--- src/rtl/tick_cmp_pkg.sv ---
// Package: tick_cmp_pkg
// Shared encodings for the tick compare timer. It holds the write-target
// selector and the channel indices used to index the generated compare
// channels.
package tick_cmp_pkg;

    typedef enum logic [1:0] {
        SEL_PRIV_CMP = 2'b00,
        SEL_HYP_CMP  = 2'b01,
        SEL_PEND     = 2'b10,
        SEL_NONE     = 2'b11
    } wr_target_e;

    localparam int unsigned CH_PRIV = 0;
    localparam int unsigned CH_HYP  = 1;
    localparam int unsigned NUM_CH  = 2;

endpackage

--- src/rtl/tick_counter.sv ---
// Module: tick_counter
// A free-running up-counter that steps by one on every clock and wraps at
// 2^TICK_W. It assumes a synchronous active-low reset that clears it to 0.
module tick_counter #(
    parameter int unsigned TICK_W = 63
) (
    input  logic              clk,
    input  logic              rst_n,
    output logic [TICK_W-1:0] count
);

    localparam logic [TICK_W-1:0] ONE = {{(TICK_W-1){1'b0}}, 1'b1};

    logic [TICK_W-1:0] count_q;

    // Purpose: advance the tick by one each cycle; the carry out is dropped
    always_ff @(posedge clk) begin
        if (!rst_n) begin
            count_q <= '0;
        end else begin
            count_q <= count_q + ONE;
        end
    end

    assign count = count_q;

    // the counter advances by exactly one per clock
    a_r2_count_step: assert property (@(posedge clk) disable iff (!rst_n)
        rst_n |=> (count_q == $past(count_q) + ONE));

endmodule

--- src/rtl/tick_cmp_channel.sv ---
// Module: tick_cmp_channel
// One compare channel. It holds a TICK_W+1 bit register whose top bit is a
// disable flag. A write arms the channel only if the new target lies strictly
// ahead of the current count and the channel is enabled. An armed channel
// fires for one cycle when the count equals the target, and then disarms.
// It assumes that the count passed in steps by exactly one per clock.
module tick_cmp_channel #(
    parameter int unsigned TICK_W = 63
) (
    input  logic              clk,
    input  logic              rst_n,
    input  logic              load,
    input  logic [TICK_W:0]   load_val,
    input  logic [TICK_W-1:0] count,
    output logic [TICK_W:0]   cmp,
    output logic              fire
);

    localparam int unsigned   DIS_BIT   = TICK_W;
    localparam logic [TICK_W:0] CMP_RST = {1'b1, {TICK_W{1'b0}}};

    logic [TICK_W:0]   cmp_q;
    logic              armed_q;
    logic [TICK_W-1:0] target;
    logic              ahead;
    logic              hit;

    assign target = cmp_q[TICK_W-1:0];
    assign ahead  = (load_val[TICK_W-1:0] > count);
    assign hit    = (count == target);

    // Purpose: store the compare value written by software
    always_ff @(posedge clk) begin
        if (!rst_n) begin
            cmp_q <= CMP_RST;
        end else if (load) begin
            cmp_q <= load_val;
        end
    end

    // Purpose: arm on an enabled write that is strictly ahead; disarm after firing
    always_ff @(posedge clk) begin
        if (!rst_n) begin
            armed_q <= 1'b0;
        end else if (load) begin
            armed_q <= !load_val[DIS_BIT] && ahead;
        end else if (fire) begin
            armed_q <= 1'b0;
        end
    end

    // Purpose: one-cycle match pulse; a write in the same cycle cancels it
    always_comb begin
        fire = armed_q && hit && !load && !cmp_q[DIS_BIT];
    end

    assign cmp = cmp_q;

    // a firing happens only when the count equals the stored target
    a_r4_fire_on_match: assert property (@(posedge clk) disable iff (!rst_n)
        fire |-> (count == cmp_q[TICK_W-1:0]));

    // the pulse lasts a single cycle
    a_r4_single_pulse: assert property (@(posedge clk) disable iff (!rst_n)
        fire |=> !fire);

    // a disabled register never fires
    a_r5_disabled_silent: assert property (@(posedge clk) disable iff (!rst_n)
        cmp_q[DIS_BIT] |-> !fire);

    // a target at or behind the count leaves the channel unarmed
    a_r6_behind_not_armed: assert property (@(posedge clk) disable iff (!rst_n)
        (load && (load_val[TICK_W-1:0] <= count)) |=> !armed_q);

    // a write in the match cycle suppresses that match
    a_r7_write_suppresses: assert property (@(posedge clk) disable iff (!rst_n)
        load |-> !fire);

endmodule

--- src/rtl/hyp_pend_flag.sv ---
// Module: hyp_pend_flag
// The sticky hypervisor-pending flag. A match sets it. A software write
// loads it from the data bit. When both happen in one cycle, the match wins.
// The interrupt line is the registered flag itself.
module hyp_pend_flag (
    input  logic clk,
    input  logic rst_n,
    input  logic set_i,
    input  logic wr_i,
    input  logic wr_val_i,
    output logic pend_o
);

    logic pend_q;

    // Purpose: hold the pending state; a hardware set takes priority over a write
    always_ff @(posedge clk) begin
        if (!rst_n) begin
            pend_q <= 1'b0;
        end else if (set_i) begin
            pend_q <= 1'b1;
        end else if (wr_i) begin
            pend_q <= wr_val_i;
        end
    end

    assign pend_o = pend_q;

    // the flag rises only after a match or a write of one
    a_r8_rise_cause: assert property (@(posedge clk) disable iff (!rst_n)
        $rose(pend_q) |-> $past(set_i || (wr_i && wr_val_i)));

    // a clearing write with no match drops the flag
    a_r9_clear: assert property (@(posedge clk) disable iff (!rst_n)
        (wr_i && !wr_val_i && !set_i) |=> !pend_q);

    // a match wins over a simultaneous clear
    a_r9_set_wins: assert property (@(posedge clk) disable iff (!rst_n)
        set_i |=> pend_q);

endmodule

--- src/rtl/tick_cmp_timer.sv ---
// Module: tick_cmp_timer
// Top of the tick compare timer. It combines the tick counter, the two
// compare channels (built by a generate loop) and the hypervisor pending
// flag. Writes are decoded from wr_sel. The privileged channel's pulse leaves
// the block as the softint bit-16 set request. The hypervisor channel's pulse
// sets the pending flag. It assumes that one write target is selected per cycle.
module tick_cmp_timer
    import tick_cmp_pkg::*;
#(
    parameter int unsigned TICK_W = 63
) (
    input  logic              clk,
    input  logic              rst_n,
    input  logic              wr_en,
    input  logic [1:0]        wr_sel,
    input  logic [TICK_W:0]   wr_data,
    output logic [TICK_W-1:0] tick_count,
    output logic [TICK_W:0]   priv_cmp,
    output logic [TICK_W:0]   hyp_cmp,
    output logic              softint16_set,
    output logic              hyp_irq
);

    localparam int unsigned CMP_W = TICK_W + 1;

    wr_target_e         sel;
    logic [NUM_CH-1:0]  ch_load;
    logic [NUM_CH-1:0]  ch_fire;
    logic [CMP_W-1:0]   ch_cmp [NUM_CH];
    logic               pend_wr;
    logic [TICK_W-1:0]  count;

    assign sel = wr_target_e'(wr_sel);

    // Purpose: decode the single write port into per-target strobes
    always_comb begin
        ch_load          = '0;
        pend_wr          = 1'b0;
        ch_load[CH_PRIV] = wr_en && (sel == SEL_PRIV_CMP);
        ch_load[CH_HYP]  = wr_en && (sel == SEL_HYP_CMP);
        pend_wr          = wr_en && (sel == SEL_PEND);
    end

    tick_counter #(.TICK_W(TICK_W)) u_counter (
        .clk   (clk),
        .rst_n (rst_n),
        .count (count)
    );

    for (genvar g = 0; g < NUM_CH; g++) begin : g_ch
        tick_cmp_channel #(.TICK_W(TICK_W)) u_ch (
            .clk      (clk),
            .rst_n    (rst_n),
            .load     (ch_load[g]),
            .load_val (wr_data),
            .count    (count),
            .cmp      (ch_cmp[g]),
            .fire     (ch_fire[g])
        );
    end

    hyp_pend_flag u_pend (
        .clk      (clk),
        .rst_n    (rst_n),
        .set_i    (ch_fire[CH_HYP]),
        .wr_i     (pend_wr),
        .wr_val_i (wr_data[0]),
        .pend_o   (hyp_irq)
    );

    assign tick_count    = count;
    assign priv_cmp      = ch_cmp[CH_PRIV];
    assign hyp_cmp       = ch_cmp[CH_HYP];
    assign softint16_set = ch_fire[CH_PRIV];

    // the no-target selector leaves both compare registers unchanged
    a_r3_none_keeps: assert property (@(posedge clk) disable iff (!rst_n)
        (wr_en && (sel == SEL_NONE)) |=> ($stable(priv_cmp) && $stable(hyp_cmp)));

    // a compare write shows up on its register output next cycle
    a_r3_priv_load: assert property (@(posedge clk) disable iff (!rst_n)
        (wr_en && (sel == SEL_PRIV_CMP)) |=> (priv_cmp == $past(wr_data)));

endmodule

--- config.mk ---
export PLATFORM = sky130hd
export DESIGN_NAME = tick_cmp_timer
export DESIGN_NICKNAME = d
export VERILOG_FILES = /design/src/rtl/tick_cmp_pkg.sv /design/src/rtl/tick_counter.sv /design/src/rtl/tick_cmp_channel.sv /design/src/rtl/hyp_pend_flag.sv /design/src/rtl/tick_cmp_timer.sv
export SDC_FILE = /design/constraint.sdc
export NUM_CORES = 1
export LEC_CHECK = 0
export ABC_AREA = 1
export BUFFER_PORTS_ARGS = -buffer_cell sky130_fd_sc_hd__buf_2
export CAP_MARGIN = 30
export CORE_MARGIN = 1.5
export CORE_UTILIZATION = 55
export DETAILED_ROUTE_END_ITERATION = 6
export PLACE_DENSITY = 0.87
export SETUP_SLACK_MARGIN = 0.05
export SKIP_LAST_GASP = 1
export SYNTH_ARGS = -nofsm -noshare
export SYNTH_HDL_FRONTEND = slang
export SYNTH_SLANG_ARGS = --single-unit
--- constraint.sdc ---
create_clock -name clk -period 2.6 [get_ports clk]
set_clock_uncertainty 0.15 [all_clocks]
set_input_delay 0.52 -clock clk [delete_from_list [all_inputs] [get_ports clk]]
set_output_delay 0.52 -clock clk [all_outputs]
set_load 0.02 [all_outputs]
==> results.txt, run 1 <==
* Fill count: ~1700
* Sequential area share after synthesis: 33.8%
* Core region area: roughly 20000 um^2
- The die is 148 um tall.
- For this run, asynchronously set or reset flops after synthesis account for 0%.
* Critical path class: flip-flop to primary output
- Commonest cells after routing, fill and taps aside: sky130_fd_sc_hd__nand2_1, sky130_fd_sc_hd__nor2_1, sky130_fd_sc_hd__buf_2
- STA classifies the critical path startpoint as a flip-flop.
- Along the worst path, the maximum fanout reaches 5.
- For the final routed database, the setup TNS stands at -85.2 ps.
* Post-layout net count: 2200
- Most instantiated flip-flop cell in the synthesis netlist: sky130_fd_sc_hd__dfxtp_1
- Gp weighted congestion: around 1.1
* Grt total ovfl: 0
* Post-layout minimum cycle time: approximately 2700 ps
- Final wirelength: 54300 um
* Initial Util: a little under three fifths
- Number of pins with negative max-slew slack in the final report: 0
- Number of H-tree branching levels: 4
- Cell area after synthesis: approximately 11000 um^2
* Clock tree from TritonCTS: built
- The design draws around 7.0 mW.
- The Yosys step of the flow raised 0 warnings.
- Setup repair after global routing missed its margin: yes
- CP required: 1930 ps
- Share of post-route cells with drive strength above 1: between 20% and 30%
* Min-delay src: wr_data[12]
- Data arrives at the worst endpoint at ~2000 ps.
* Power density of the placed cells: slightly below 500 nW/um^2
* Maximum operating frequency: 377 MHz
* Number of nets in the synthesized netlist: between 1500 and 2000
* Most area-hungry cell type in the Yosys netlist: sky130_fd_sc_hd__dfxtp_1
* First-pass iteration count of the detailed router: 7
- From left edge to right edge, the die measures 148 um.
* Post-route fraction of the period consumed by the critical path: 102%
* Hold path depth: 3
- Using the TritonRoute via totals, the vias-per-cell ratio works out to slightly above 6.
- For this design, the sink count on the clock tree is slightly below 200.
* Post-Syn Instances: around 1800
* Capture point of the worst reg-to-reg path: u_counter.count[20]
- Synthesis inferred slightly below 200 register bits.
* Worst-skew pair later-pin latency: 450 ps
- Antenna-violating nets left: 0
- The average instance in the mapped netlist occupies around 6.6 um^2.
- In this run the tightest slew margin relative to its limit is 51.8%.
- Worst Hold Class: input port to flip-flop
- The tool flagged a number of max-cap violations equal to 0.
* Failing checks: setup timing
* Maximum count of clock buffers along a single path: 2
- Post-synthesis to final-layout area growth: 26.1%
* Static Leak: ~6.6 nW
* First-pass GRT wire length: 79300 um
* Capture endpoint of the worst hold path: g_ch[1].u_ch.cmp[12]
* Most common library cell in the layout ignoring fill and taps: sky130_fd_sc_hd__nand2_1
- Final hold analysis gives a worst-case slack of 182 ps.
- Initial antenna violation count: 2
- Dividing the detail-routed wire length by the instance count gives between 20 and 25 um.
- The wire-length estimate of the detail-placed layout is 42300 um.
- Final Hold Fails: 0
- I/O pin total: between 200 and 300
- Port buffering added between 200 and 300 buffers.
* Die Area: between 20000 and 25000 um^2
- Reg2reg start: u_counter.count[16]
- Endpoints failing setup: 2
- Vias after detailed routing: 14200
- Top cells by area in the synthesized netlist: sky130_fd_sc_hd__dfxtp_1, sky130_fd_sc_hd__nand2_1, sky130_fd_sc_hd__nor2_1
- Type of element capturing the critical path: primary output
- The synthesized design devotes to its leading area cell type between 30% and 40% of total area.
- Number of enable-type register cells in the synthesized netlist: 0
* Cell area reported after detailed placement: about 13000 um^2
- VDD sags by at most between 0.3 and 0.4 mV.
* Result of the run: complete, but fails checks
* Number of buffers created by CTS: 17
- Summing all non-filler instances in the final layout gives an area of roughly 14000 um^2.
* Final worst-path setup slack: -55.3 ps
- For this run, the total global-route usage over all layers was measured as around half.
- Std cell rows: 52
* Pin count of the biggest net entering global routing: approximately 150
* R2R depth: 7
* Number of global-route vias before repair: ~13000
* Clk pin slew, worst setup/hold paths: ~80 ps
- Root Buffer Master: sky130_fd_sc_hd__clkbuf_16
* Setup slack on the worst flop-to-flop path: -30 ps
- At the pin with the least slew margin, the transition time is just over 700 ps.
* Timing startpoint of the critical path: u_counter.count[26]
* Number of DRC markers in iteration 0: roughly 1700
- For this run, design rule violations remaining after detail routing come to 0.
- Number of distinct library cells after synthesis: approximately 40
[cell type report]
cell class	instances	area, um^2	share of cell area [%]
multi-input cells	1316	6840	47.2
flip-flops and latches	194	3970	27.4
clock inverters	12	119	0.820
clock buffers	19	453	3.12
inverters	189	747	5.15
well taps	270	338	2.33
repair buffers	349	2030	14.0
diodes	2	5.00	0.0345
[power breakdown]
part           switching, mW  internal [mW]
sequential             0.136           3.06
combinational          0.750          0.367
clock                   1.35           1.32
total                   2.24           4.75
[kinds of logic (layout without fill, tap and decap cells)]
kind of cell | Yosys count | in the layout | synth area share, %
adders and majority gates | 64 | 64 | 6.97
DFF | 194 | 194 | 33.8
and+or+nand+nor | 868 | 868 | 33.0
AOI/OAI and AO/OA | 348 | 348 | 15.5
buffers and inverters | 242 | 569 | 7.99
xor gates and xnor gates | 36 | 36 | 2.74
other | 0 | 2 | 0
[cell usage after synthesis, drive strengths merged, types with 17 or more instances]
cell type / number
inv: 187
nand3: 57
nand2: 371
clkbuf: 46
dfxtp: 194
nor2: 335
ha: 64
a21oi: 124
xor2: 19
nand4: 28
o21ai: 203
nor3: 55
xnor2: 17
[worst max path at each step]
stage          depth (start not counted)                    to
2_1_floorplan                         10         softint16_set
3_3_place_gp                          11  g_ch[1].u_ch.armed_q
3_5_place_dp                          11  g_ch[1].u_ch.armed_q
4_1_cts                               11         softint16_set
5_1_grt                               11         softint16_set
6_report                               8         softint16_set
[worst max-delay path, stage by stage, from the launching register on]
cell	delay, ps
sky130_fd_sc_hd__dfxtp_1	390
sky130_fd_sc_hd__xnor2_2	320
sky130_fd_sc_hd__nand2_1	110
sky130_fd_sc_hd__nor3_1	160
sky130_fd_sc_hd__nand2_1	90
sky130_fd_sc_hd__nor2_2	140
sky130_fd_sc_hd__nand3_2	130
sky130_fd_sc_hd__inv_2	80
sky130_fd_sc_hd__buf_6	110
[flip-flops by register name (all words and copies together) (netlist names)]
register,cells
g_ch.u_ch.armed_q,2
g_ch.u_ch.cmp,128
u_counter.count,63
u_pend.pend_o,1
[metrics by stage]
stage,util [%],instances,setup WS [ps]
final,71.2,2351,-55.3
after floorplan,-,1752,475
after CTS,70.1,2339,-20.9
after detailed placement,66.2,2296,-78.7
after global placement,66.2,2296,8.49
after global routing,71.1,2349,-84.4
[metal layers]
metal  part of all wire (%)  wire length, um  global-route usage [%]  vias up
met5                  0.092               50                    1.82        -
met4                    6.8             3710                    29.5        2
met3                     13             7000                    11.5      225
met2                     44            23800                    77.0     1114
met1                     36            19800                    61.7     6548
li1                       -                -                       -     6343
[what timing repair did]
| action | CTS | global route |
|---|---|---|
| hold buffers | 0 | 0 |
| buffers inserted | 12 | 11 |
| pin swaps | 6 | 22 |
| gates cloned | 0 | 0 |
| resized for setup | 69 | 72 |
| setup endpoints to repair | 3 | 6 |
No activity file was read; power rests on OpenSTA's default activity.
==> inputs of run 2 (changes only) <==
- BUFFER_PORTS_ARGS: -buffer_cell sky130_fd_sc_hd__buf_2 -> not set
- CAP_MARGIN: 30 -> not set
- CORE_UTILIZATION: 55 -> 63
- DONT_BUFFER_PORTS: not set -> 1
- PLACE_DENSITY: 0.87 -> 0.85
==> results.txt, run 2 (synthesized netlist as in run 1, its figures left out) <==
- The met3 track utilization from global routing was 14.5% (+3.0 points).
* Endpoints failing setup: 1 (-1)
- The number of H-tree branching levels is 4 (unchanged).
* Grt total ovfl: 0 (unchanged)
- DRC violations left: 7 (+7)
- The starting utilization of the core area was 64.2% (+7.8 points).
- Arrival time worst endpoint: 2010 ps (+20 ps)
- Sink Count: 194 (unchanged)
- The largest vdd supply drop came to 0.486 mV (+24%).
- The overall routing resource usage came to 50.9% (+1.6 points).
- Maximum count of clock buffers along a single path: 2 (unchanged)
- Commonest cells after routing, fill and taps aside: sky130_fd_sc_hd__nand2_1, sky130_fd_sc_hd__nor2_1, sky130_fd_sc_hd__o21ai_0
* Initial antenna violation count: 4 (+2)
- The met2 layer usage reported by global route is 79.6% (+2.5 points).
- Result of the run: complete, but fails checks
- Most Crowded Layer GR: met2
- Clk pin slew, worst setup/hold paths: 80 ps (about the same)
* Post-layout minimum cycle time: 2680 ps (+24.4 ps)
* Std cell rows: 49 (-5.8%)
- Post-route fraction of the period consumed by the critical path: 103% (+0.94 points)
- CP required: 1930 ps (about the same)
- The number of buffers created by CTS is 17 (unchanged).
- Most common library cell in the layout ignoring fill and taps: sky130_fd_sc_hd__nand2_1
- The number of pins exceeding their max-slew limit in the final report is 0 (unchanged).
* Setup slack at placement: 48.0 ps (+127 ps)
- The residual antenna-violating net count after detailed routing is 0 (unchanged).
- The average via count per standard cell came to 6.40 (+5.7%).
- The achievable frequency is 373 MHz (-0.91%).
- By startpoint and endpoint, the worst setup path is classified as flip-flop to primary output.
- The number of maximum-capacitance constraint violations was 0 (unchanged).
- Die Area: 19100 um^2 (-12%)
- The cell sitting at the root of the clock tree is a sky130_fd_sc_hd__clkbuf_16.
- Post-layout net count: 1971 (-10%)
* Critical Path Fanout Max: 3 (-2)
- Post-synthesis to final-layout area growth: 17.1%
- Worst Max-Slew Pin Slew: 591 ps (-127 ps)
* Utilization after layout: 75.2% (+4.0 points)
* Share of post-route cells with drive strength above 1: 18.8% (-7.7 points)
* Worst-skew pair later-pin latency: 460 ps (about the same)
- Height of the chip: 138 um (-6.4%)
* Kind of launch point of the worst setup path: flip-flop
* GRT met1 Usage: 62.1% (+0.49 points)
* Worst Hold Class: input port to flip-flop
- Die X: 138 um (-6.4%)
- Routed len/inst: 24.3 um (+5.2%)
- The relative max-transition margin came to 60.4% (+8.7 points).
* Final total power: 6.85 mW (-1.9%)
* First-pass iteration count of the detailed router: 7 (unchanged)
- Final wirelength: 50600 um (-6.9%)
* Number of global-route vias before repair: 12200 (-5.2%)
- I/O pin total: 262 (unchanged)
- Setup repair after global routing missed its margin: yes
- Pin count of the biggest net entering global routing: 146 (+0.69%)
- Core region area: 17900 um^2 (-12%)
- Final Hold Fails: 0 (unchanged)
* Type of element capturing the critical path: primary output
- The power density over cell area came to 509 nW/um^2 (+5.7%).
- Detailed-placement wirelength estimate: 39400 um (-6.8%)
* Number of DRC markers in iteration 0: 1792 (+6.2%)
- The final reports fail on DRC, setup timing.
- Input/output buffers: 0 (-100%)
- First-pass GRT wire length: 73500 um (-7.3%)
- Gp weighted congestion: 1.15 (+1.6%)
- The final worst-path setup slack was -79.7 ps (-24.4 ps).
* Vias after detailed routing: 13300 (-6.4%)
* Flip-flop count of the largest register, all copies and words added: 128 (unchanged)
- TritonCTS built the clock tree.
- Static Leak: 5.52 nW (-16%)
## run 2: changes by cell type in the layout (fill, tap and decap cells not counted), sizes merged
cell      delta
buf        -229
clkinv       -1
clkinvlp     -2
inv          +4
diode        -1
## run 2: stage by stage
stage                     cell area, um^2  cells  TNS, ps  hold slack, ps
final                               13500   2081    -79.7            12.2
after global routing                13500   2080    -21.3            23.0
after global placement              12500   2040        0             311
after CTS                           13200   2076    -2.37            21.0
after floorplan                     11500   1752        0             350
after detailed placement            12500   2040        0             305
## run 2: critical path, cell delays in order (launching register included)
cell and delay, ps:
sky130_fd_sc_hd__dfxtp_2 350, sky130_fd_sc_hd__clkinvlp_4 100, sky130_fd_sc_hd__buf_4 140, sky130_fd_sc_hd__o22ai_1 90, sky130_fd_sc_hd__nor2_1 150, sky130_fd_sc_hd__nand2_1 70, sky130_fd_sc_hd__nor2_1 160, sky130_fd_sc_hd__nand2_1 90
sky130_fd_sc_hd__nor2_2 120, sky130_fd_sc_hd__nand3_2 130, sky130_fd_sc_hd__inv_2 140
## run 2: power breakdown
group | internal, mW | switching (mW)
Clock | 1.34 | 1.40
Combinational | 0.274 | 0.507
Sequential | 3.08 | 0.254
## run 2: final cells by class
cell class	instances	area [um^2]
repair buffers	120	985
flip-flops and latches	194	3980
clock inverters	13	145
multi-input cells	1316	6870
well taps	229	287
inverters	189	729
fillers	1433	4450
clock buffers	19	453
diodes	1	2.50
## run 2: worst paths after layout
kind | from | endpoint | slack (ps) | cells after the start
max | u_counter.count[21] | softint16_set | -80 | 10
min | rst_n | g_ch[0].u_ch.cmp[63] | 10 | 1
max reg2reg | u_counter.count[21] | g_ch[1].u_ch.armed_q | 120 | 14
min reg2reg | u_counter.count[23] | u_counter.count[23] | 350 | 2
## run 2: timing repair
item                                   in CTS  in global routing
resized for setup                          55                115
endpoints found under the hold margin       0                  0
setup endpoints to repair                   3                  3
pin swaps                                   9                 23
setup buffers                               4                  5
hold buffers                                0                  0
## run 2: per-layer routing
layer / vias up / routed length, um
met5: - / 58
met4: 4 / 3960
met3: 277 / 7140
met2: 1146 / 21700
met1: 6007 / 17700
li1: 5885 / -
